`src/rtl/irq_arb_pkg.sv`:
```
package irq_arb_pkg;
  typedef enum logic [1:0] {
    LV_NONE = 2'd0,
    LV_LOW  = 2'd1,
    LV_HIGH = 2'd2,
    LV_TOP  = 2'd3
  } lvl_t;
endpackage

```
`src/rtl/irq_lvl_map.sv`:
```
module irq_lvl_map
  import irq_arb_pkg::*;
#(
  parameter int NUM_VEC     = 10,
  parameter int SRC_PER_VEC = 4,
  parameter int NUM_TOPCAP  = 2
) (
  input  logic [NUM_VEC*SRC_PER_VEC-1:0] src_req,
  input  logic [NUM_VEC-1:0]             lvl_sel,
  output lvl_t                           vec_lvl [NUM_VEC]
);
  // Each group: OR of its sources, then level from its select.
  for (genvar gv = 0; gv < NUM_VEC; gv++) begin : g_vec
    logic pend;
    assign pend = |src_req[gv*SRC_PER_VEC +: SRC_PER_VEC];
    if (gv < NUM_TOPCAP) begin : g_topcap
      assign vec_lvl[gv] = !pend ? LV_NONE : (lvl_sel[gv] ? LV_TOP : LV_LOW);
    end else begin : g_highcap
      assign vec_lvl[gv] = !pend ? LV_NONE : (lvl_sel[gv] ? LV_HIGH : LV_LOW);
    end
  end
endmodule

```
`src/rtl/irq_pick.sv`:
```
module irq_pick
  import irq_arb_pkg::*;
#(
  parameter int NUM_VEC = 10,
  parameter int IDX_W   = 4
) (
  input  lvl_t             vec_lvl [NUM_VEC],
  output logic             win_vld,
  output logic [IDX_W-1:0] win_idx,
  output lvl_t             win_lvl
);
  // Scan from the top index down; >= lets a lower index take an equal level.
  always_comb begin
    win_lvl = LV_NONE;
    win_idx = '0;
    for (int i = NUM_VEC - 1; i >= 0; i--) begin
      if (vec_lvl[i] != LV_NONE && vec_lvl[i] >= win_lvl) begin
        win_lvl = vec_lvl[i];
        win_idx = IDX_W'(i);
      end
    end
    win_vld = (win_lvl != LV_NONE);
  end
endmodule

```
`src/rtl/irq_svc_stack.sv`:
```
module irq_svc_stack
  import irq_arb_pkg::*;
#(
  parameter int DEPTH = 3,
  parameter int DEP_W = $clog2(DEPTH + 1)
) (
  input  logic             clk,
  input  logic             rst,
  input  logic             push,
  input  lvl_t             push_lvl,
  input  logic             pop,
  output lvl_t             top_lvl,
  output logic [DEP_W-1:0] depth
);
  lvl_t stk [DEPTH];

  always_comb begin
    top_lvl = LV_NONE;
    for (int i = 0; i < DEPTH; i++) begin
      if (DEP_W'(i + 1) == depth) top_lvl = stk[i];
    end
  end

  always_ff @(posedge clk) begin
    if (rst) begin
      depth <= '0;
      for (int i = 0; i < DEPTH; i++) stk[i] <= LV_NONE;
    end else if (pop) begin
      if (depth != '0) depth <= depth - 1'b1;
    end else if (push && depth < DEP_W'(DEPTH)) begin
      for (int i = 0; i < DEPTH; i++) begin
        if (DEP_W'(i) == depth) stk[i] <= push_lvl;
      end
      depth <= depth + 1'b1;
    end
  end

  AST_NO_PUSH_FULL: assert property (@(posedge clk) disable iff (rst)
    push |-> depth < DEP_W'(DEPTH));
  AST_EMPTY_POP: assert property (@(posedge clk) disable iff (rst)
    (pop && depth == '0) |=> depth == '0);
endmodule

```
`src/rtl/irq_vec_arbiter.sv`:
```
module irq_vec_arbiter
  import irq_arb_pkg::*;
#(
  parameter int NUM_VEC     = 10,
  parameter int SRC_PER_VEC = 4,
  parameter int NUM_TOPCAP  = 2,
  parameter int STK_DEPTH   = 3,
  parameter int ADDR_W      = 8,
  parameter int VEC_BASE    = 3,
  parameter int VEC_STEP    = 8,
  localparam int SRC_W      = NUM_VEC * SRC_PER_VEC,
  localparam int DEP_W      = $clog2(STK_DEPTH + 1)
) (
  input  logic              clk,
  input  logic              rst,
  input  logic              glb_en,
  input  logic [SRC_W-1:0]  src_req,
  input  logic [NUM_VEC-1:0] lvl_sel,
  input  logic              ret_strobe,
  output logic              acc_pulse,
  output logic [ADDR_W-1:0] acc_addr,
  output logic [1:0]        acc_level,
  output logic [1:0]        svc_level,
  output logic [DEP_W-1:0]  nest_depth
);
  localparam int IDX_W = $clog2(NUM_VEC);

  lvl_t             vec_lvl [NUM_VEC];
  logic             win_vld;
  logic [IDX_W-1:0] win_idx;
  lvl_t             win_lvl;
  lvl_t             top_lvl;
  lvl_t             acc_lvl_q;
  logic             fire;

  irq_lvl_map #(
    .NUM_VEC(NUM_VEC), .SRC_PER_VEC(SRC_PER_VEC), .NUM_TOPCAP(NUM_TOPCAP)
  ) u_map (
    .src_req(src_req), .lvl_sel(lvl_sel), .vec_lvl(vec_lvl)
  );

  irq_pick #(.NUM_VEC(NUM_VEC), .IDX_W(IDX_W)) u_pick (
    .vec_lvl(vec_lvl), .win_vld(win_vld), .win_idx(win_idx), .win_lvl(win_lvl)
  );

  // Strict preemption; a return cycle accepts nothing.
  assign fire = glb_en && !ret_strobe && win_vld && (win_lvl > top_lvl);

  irq_svc_stack #(.DEPTH(STK_DEPTH), .DEP_W(DEP_W)) u_stk (
    .clk(clk), .rst(rst), .push(fire), .push_lvl(win_lvl),
    .pop(ret_strobe), .top_lvl(top_lvl), .depth(nest_depth)
  );

  always_ff @(posedge clk) begin
    if (rst) begin
      acc_pulse <= 1'b0;
      acc_addr  <= '0;
      acc_lvl_q <= LV_NONE;
    end else begin
      acc_pulse <= fire;
      if (fire) begin
        acc_addr  <= ADDR_W'(VEC_BASE + VEC_STEP * int'(win_idx));
        acc_lvl_q <= win_lvl;
      end
    end
  end

  assign acc_level = acc_lvl_q;
  assign svc_level = top_lvl;

  AST_ACK_IS_TOP: assert property (@(posedge clk) disable iff (rst)
    acc_pulse |-> acc_level == svc_level);
  AST_STRICT_RAISE: assert property (@(posedge clk) disable iff (rst)
    acc_pulse |-> acc_level > $past(svc_level));
  AST_GATED_OFF: assert property (@(posedge clk) disable iff (rst)
    !glb_en |=> !acc_pulse);
  AST_RET_BLOCKS: assert property (@(posedge clk) disable iff (rst)
    ret_strobe |=> !acc_pulse);
  AST_WIN_PENDING: assert property (@(posedge clk) disable iff (rst)
    win_vld |-> |src_req);
endmodule

```
`config.mk`:
```
export PLATFORM = sky130hd
export DESIGN_NAME = irq_vec_arbiter
export DESIGN_NICKNAME = d
export VERILOG_FILES = /design/src/rtl/irq_arb_pkg.sv /design/src/rtl/irq_lvl_map.sv /design/src/rtl/irq_pick.sv /design/src/rtl/irq_svc_stack.sv /design/src/rtl/irq_vec_arbiter.sv
export SDC_FILE = /design/constraint.sdc
export NUM_CORES = 1
export LEC_CHECK = 0
export ABC_AREA = 1
export BUFFER_PORTS_ARGS = -buffer_cell sky130_fd_sc_hd__buf_4
export CAP_MARGIN = 5
export CORE_ASPECT_RATIO = 0.8
export CORE_MARGIN = 10
export CORE_UTILIZATION = 55
export DETAILED_ROUTE_END_ITERATION = 16
export PLACE_DENSITY = 0.87
export SYNTH_ARGS = -nofsm -noshare
export SYNTH_HDL_FRONTEND = slang
export SYNTH_SLANG_ARGS = --single-unit
export TNS_END_PERCENT = 100
```
`constraint.sdc`:
```
create_clock -name clk -period 25.8 [get_ports clk]
set_clock_uncertainty 0.1 [all_clocks]
set_input_delay 1.29 -clock clk [delete_from_list [all_inputs] [get_ports clk]]
set_output_delay 1.29 -clock clk [all_outputs]
set_load 0.005 [all_outputs]
```
# == Word-level counts from Yosys, hierarchy flattened ==
# Memory sizes are Yosys's and may differ from the RTL's.
# Index checks and enable logic that the tools add are counted.
# totals
wordCells,133
memories,1
regBits,13
mem_bits_rw,6
output_inout_bits,15
inputBits,54
# memory_table
memory,depth,word_bits,read_ports,rd_clocked_by_memory_dff,write_ports,line_no,text
u_stk.stk,3,2,3,0,3,irq_svc_stack.sv:15,lvl_t stk [DEPTH];
# classes
eq_ne,4
n_bitwise,3
n_reduce_logical,40
magnitude_cmp,12
add_sub_neg,3
mux,66
# ops
cell,count
$mux 2,39
$mux 4,10
$reduce_or 4->1,10
$reduce_bool 2->1,13
$ge 2x2->1,9
$mux 1,17
$logic_and 1x1->1,14
$add 2x7->8 const A,1
$eq 2x2->1 const A,2
$or 1x1->1,3
$add 2x1->2 const B,1
$eq 1x2->1 const A,1
$ge 2x1->1 const B,1
$gt 2x2->1,1
$logic_not 2->1,1
$lt 2x2->1 const B,1
$ne 2x1->1 const B,1
$reduce_and 2->1,1
$sub 2x1->2 const B,1
$logic_not 1->1,1

# == Depth between registers and ports, before layout ==
# depth
depth_word,41
depth_mapped,78
depth_no_buf,78

# == Cells and area by module ==
# A second synthesis with hierarchy kept.
# unflattened
cells_unflattened,312
hier_area_um2,1950.6
# modules_own_cells
mod,seq_area_each_um2,instances,area_per_inst_um2,cells_each
irq_pick,0.0,1,819.5,148
irq_svc_stack,220.2,1,461.7,52
irq_vec_arbiter,160.2,1,444.2,60
irq_lvl_map,0.0,1,225.2,52

# == Worst setup path before layout ==
# Ideal clock, no wire load.
# synth_timing
kind,input-to-reg
start,input src_req[39]
end,"memory u_stk.stk[0][0] (netlist bit), data pin"
t_arrival_ns,9.721
setup_time_ns,0.157
required_ns,25.543
path_slack_ns,15.822
path_buffers,0
cell_stages,72
cell_sequence,nor2_1 -> nand2_1 -> nand2_2 -> inv_1 -> ha_1 -> nand2_1 -> nand3_2 -> nand2_4 -> nand2_2 -> nand2_1 -> inv_1 -> ha_1 -> nand2_1 -> nand2_1 -> nand2_2 -> nand3_2 -> nand2_1 -> ha_1 -> [... 36 more ...] -> o21a_1 -> o21bai_2 -> nand2_1 -> ha_1 -> o21ai_0 -> nand2_1 -> nand2_1 -> inv_1 -> nand2_1 -> o21a_2 -> inv_1 -> ha_1 -> a21oi_1 -> a211oi_4 -> nand4_1 -> nor2_1 -> nor2_1 -> nor2_1
# synth_lines
element,line_no,text
"start, declared",irq_vec_arbiter.sv:17,"input logic [SRC_W-1:0] src_req,"
"end, declared",irq_svc_stack.sv:15,

==> results <==
- The floorplan step set the die height to 73.83 microns.
- The reg-to-reg critical path endpoint is u_stk.stk[0][1].
- STA classifies the critical path endpoint as a flip-flop.
- The share of synthesized area in the top cell type comes to 0.1947.
- After clock tree synthesis, the clock-pin slew on the worst setup and hold paths is 0.06 ns.
- The critical path startpoint category is an input pin.
- The total congestion overflow is 0.
- IR analysis of the VDD net gives a maximum drop of 0.00003366 V.
- Compared with the post-synthesis result, the final layout area differs by 28.58%.
- The floorplan step set the die width to 87.29 microns.
- The required time at the endpoint of the critical path is 25.77 ns.
- Leaving out fill and tap cells, the most frequent cells in the layout are 66 x sky130_fd_sc_hd__buf_4, 57 x sky130_fd_sc_hd__nand2_1, 47 x sky130_fd_sc_hd__inv_1.
- In this run the register-to-register setup slack is 23.08 ns.
- The total of fill cells in the finished design is 267.
- The largest total area in the synthesized netlist belongs to sky130_fd_sc_hd__ha_1.
- Across all layers, the routed design uses 1853 vias.
- The static leakage is 0.001439 uW.
- The worst stage delay on the critical path is 0.35 ns.
- Counting tap cells, the placed design contains a total of 374 instances.
- The final worst-path setup slack is 15.07 ns.
- The final routed wire length divided by cell count is 12.09 microns.
- The end point of the critical path is u_stk.stk[0][3].
- After detailed routing, the number of remaining DRC violations is 0.
- The most common cell after layout, fill and taps aside is sky130_fd_sc_hd__buf_4.
- The number of max-slew violations in the final report is 0.
- The antenna diode count is 0.
- The total number of clock tree sinks is 16.
- The total count of hold-check failures in the final report is 0.
- In this run the worst hold path is classified as reg -> reg.
- Once detail routing completed, the nets flagged for antenna violations numbered 0.
- A synthesized cell averages 7.405 sq um.
- The initial antenna violation count is 0.
- For this design the top-level I/O count stands at 69.
- The number of clock buffers added by TritonCTS is 3.
- For this run, the total global-route usage over all layers was measured as 0.1400.
- Once layout is complete, the utilization of the core stands at 0.7379.
- By area the synthesized netlist is led by sky130_fd_sc_hd__ha_1 19%, sky130_fd_sc_hd__nand2_1 11%, sky130_fd_sc_hd__dfxtp_1 10%, sky130_fd_sc_hd__edfxtp_1 9.0%, sky130_fd_sc_hd__inv_1 8.9%.
- The root buffer cell chosen for the clock tree is sky130_fd_sc_hd__clkbuf_8.
- After routing, the total negative slack on setup checks comes to 0 ns.
- The sequential fraction of the synthesis area is 0.1910.
- The number of hold buffers added after CTS is 0.
- The final layout contains 422 nets.
- In this run the cell area of the synthesized design comes to 0.001992 sq mm.
- The post-layout total power is 118.9 uW.
- Setup violations remaining at the end of the flow were counted as 0.
- The die covers 0.006444 sq mm.
- After floorplanning, the core was sized to cover 0.003471 sq mm.
- The count of max-cap constraint violations is 0.
- Counting along the longest clock path gives a buffer depth of 2.
- Setup repair after global routing left no endpoint under its margin.
- The number of different library cells used by synthesis comes to 38.
- The synthesis warning total is 0.
- The launch point of the worst hold path is acc_addr[1].
- The worst path arrival time is 10.70 ns.
- After synthesis the netlist holds a flip-flop and latch count of 16.
- The post-DP HPWL is 4.147 mm.
- Along the worst path, the maximum fanout reaches 5.
- For the worst flop-to-flop path, the logic depth is 11.
- The critical path start-end classification is in -> reg.
- The number of standard cells in the layout, taps in and fillers out is 378.
- Derived from the worst setup path, the maximum achievable clock frequency is 0.09317 GHz.
- The CTS tree is yes.
- Routability-driven placement finished with a final weighted congestion of 0.7750.
- The sum of routed wire length over all layers is 4.571 mm.
- The placement-stage worst setup slack is 14.82 ns.
- The final critical-path required period is 10.73 ns.
- The power density relative to cell area is 46.43 mW/mm^2.
- The worst setup path startpoint is src_req[37].
- The initial utilization of the core area, before any placement, comes to 0.5739.
- The post-CTS resize count is 0.
- The largest net degree at the start of global routing is 14.
- The floorplan has 19 rows.
- After technology mapping, the gate count stands at 269.
- After the first detailed-routing iteration, the DRC count stood at 88.
- The run finished with clean final reports.
- The number of buffers inserted by post-CTS setup repair is 0.
- The largest individual stage delay along the critical path comes from the cell sky130_fd_sc_hd__a211oi_4.
- The beginning of the worst register-to-register path is u_stk.depth[0].
- Clock latency on the worst-skew pair, taken at its later pin, is 0.24 ns.
- Of the cells placed in the final design, the portion with a size suffix greater than 1 is 0.3512.
- The via density per instance is 4.902.
- The number of detailed-route iterations in the first pass is 4.
- Of the available clock period, the critical path in the final layout requires 0.4160.
- The port buffer count is 66.
- CTS built an H-tree with a depth of 1.
- The via count of the first global-routing pass is 1871.
- The first-pass GRT wire length is 7.590 mm.
## layout make-up
cell class,count,area (sq um),area share
sequential,16,380.4,0.1485
tap,42,52.55,0.02052
inverter,55,209.0,0.08158
clock buffer,3,41.29,0.01612
clock inverter,1,3.754,0.001466
timing repair buffer,66,495.5,0.1935
multi-input combinational,195,1379,0.5383
## metal layers
metal  vias to the layer above  GRT usage  share of wire
li1                        986          -              -
met1                       794     0.1518           0.41
met2                        63     0.2565           0.49
met3                        10    0.04420          0.079
met4                         0    0.03534          0.017
met5                         -          0              0
## power breakdown
group	switching (uW)	internal, uW
clock network	7.70	10.5
logic	37.7	29.7
registers	3.05	30.2
total	48.5	70.4
## worst max-delay path, delay by kind of cell
kind	cells	cell delay, ns
and+or+nand+nor	33	3.39
adders and majority gates	10	2.72
AOI/OAI and AO/OA	15	2.37
buffers and inverters	15	0.90
## cell families (layout without fill, tap and decap cells)
group           Yosys count  in the layout  share of synthesized area
xor+xnor                  1              1                   0.004398
other cells               1              2                   0.001883
flops                    16             16                     0.1910
buf+inv                  59            125                     0.1187
compound gates           33             33                     0.1363
fa+ha+maj                31             31                     0.1947
simple gates            128            128                     0.3530
## worst min-delay path by stage
stage,endpoint,slack (ns),cells after the start
detailed placement,acc_addr[1],0.37,2
floorplan,acc_addr[1],0.36,2
global placement,acc_addr[6],0.36,2
CTS,acc_addr[1],0.38,2
finish,acc_addr[1],0.38,2
global route,acc_addr[1],0.41,2
## cell usage after synthesis, drive strengths merged
library cell and count:
xnor2 1, nand3 16, nand4 3, nor4 5, a21oi 13, dfxtp 10
nand2 70, nor2 32, a311oi 1, edfxtp 6, buf 4, inv 54
a211oi 1, clkinv 1, o22ai 1, o21ai 13, conb 1, o21bai 2
or2 2, ha 31, o21a 2
## state kept, by name, summed over array words and instances (netlist names)
| signal | flops |
|---|---|
| acc_addr | 5 |
| acc_level | 2 |
| acc_pulse | 1 |
| u_stk.depth | 2 |
| u_stk.stk | 6 |
## through the flow
stage	hold WS [ns]	area (sq um)
6_report	0.3769	2561
3_5_place_dp	0.3712	2516
4_1_cts	0.3807	2561
5_1_grt	0.4123	2561
2_1_floorplan	0.3600	1996
3_3_place_gp	0.3639	2516
No activity file was read; power rests on OpenSTA's default activity.
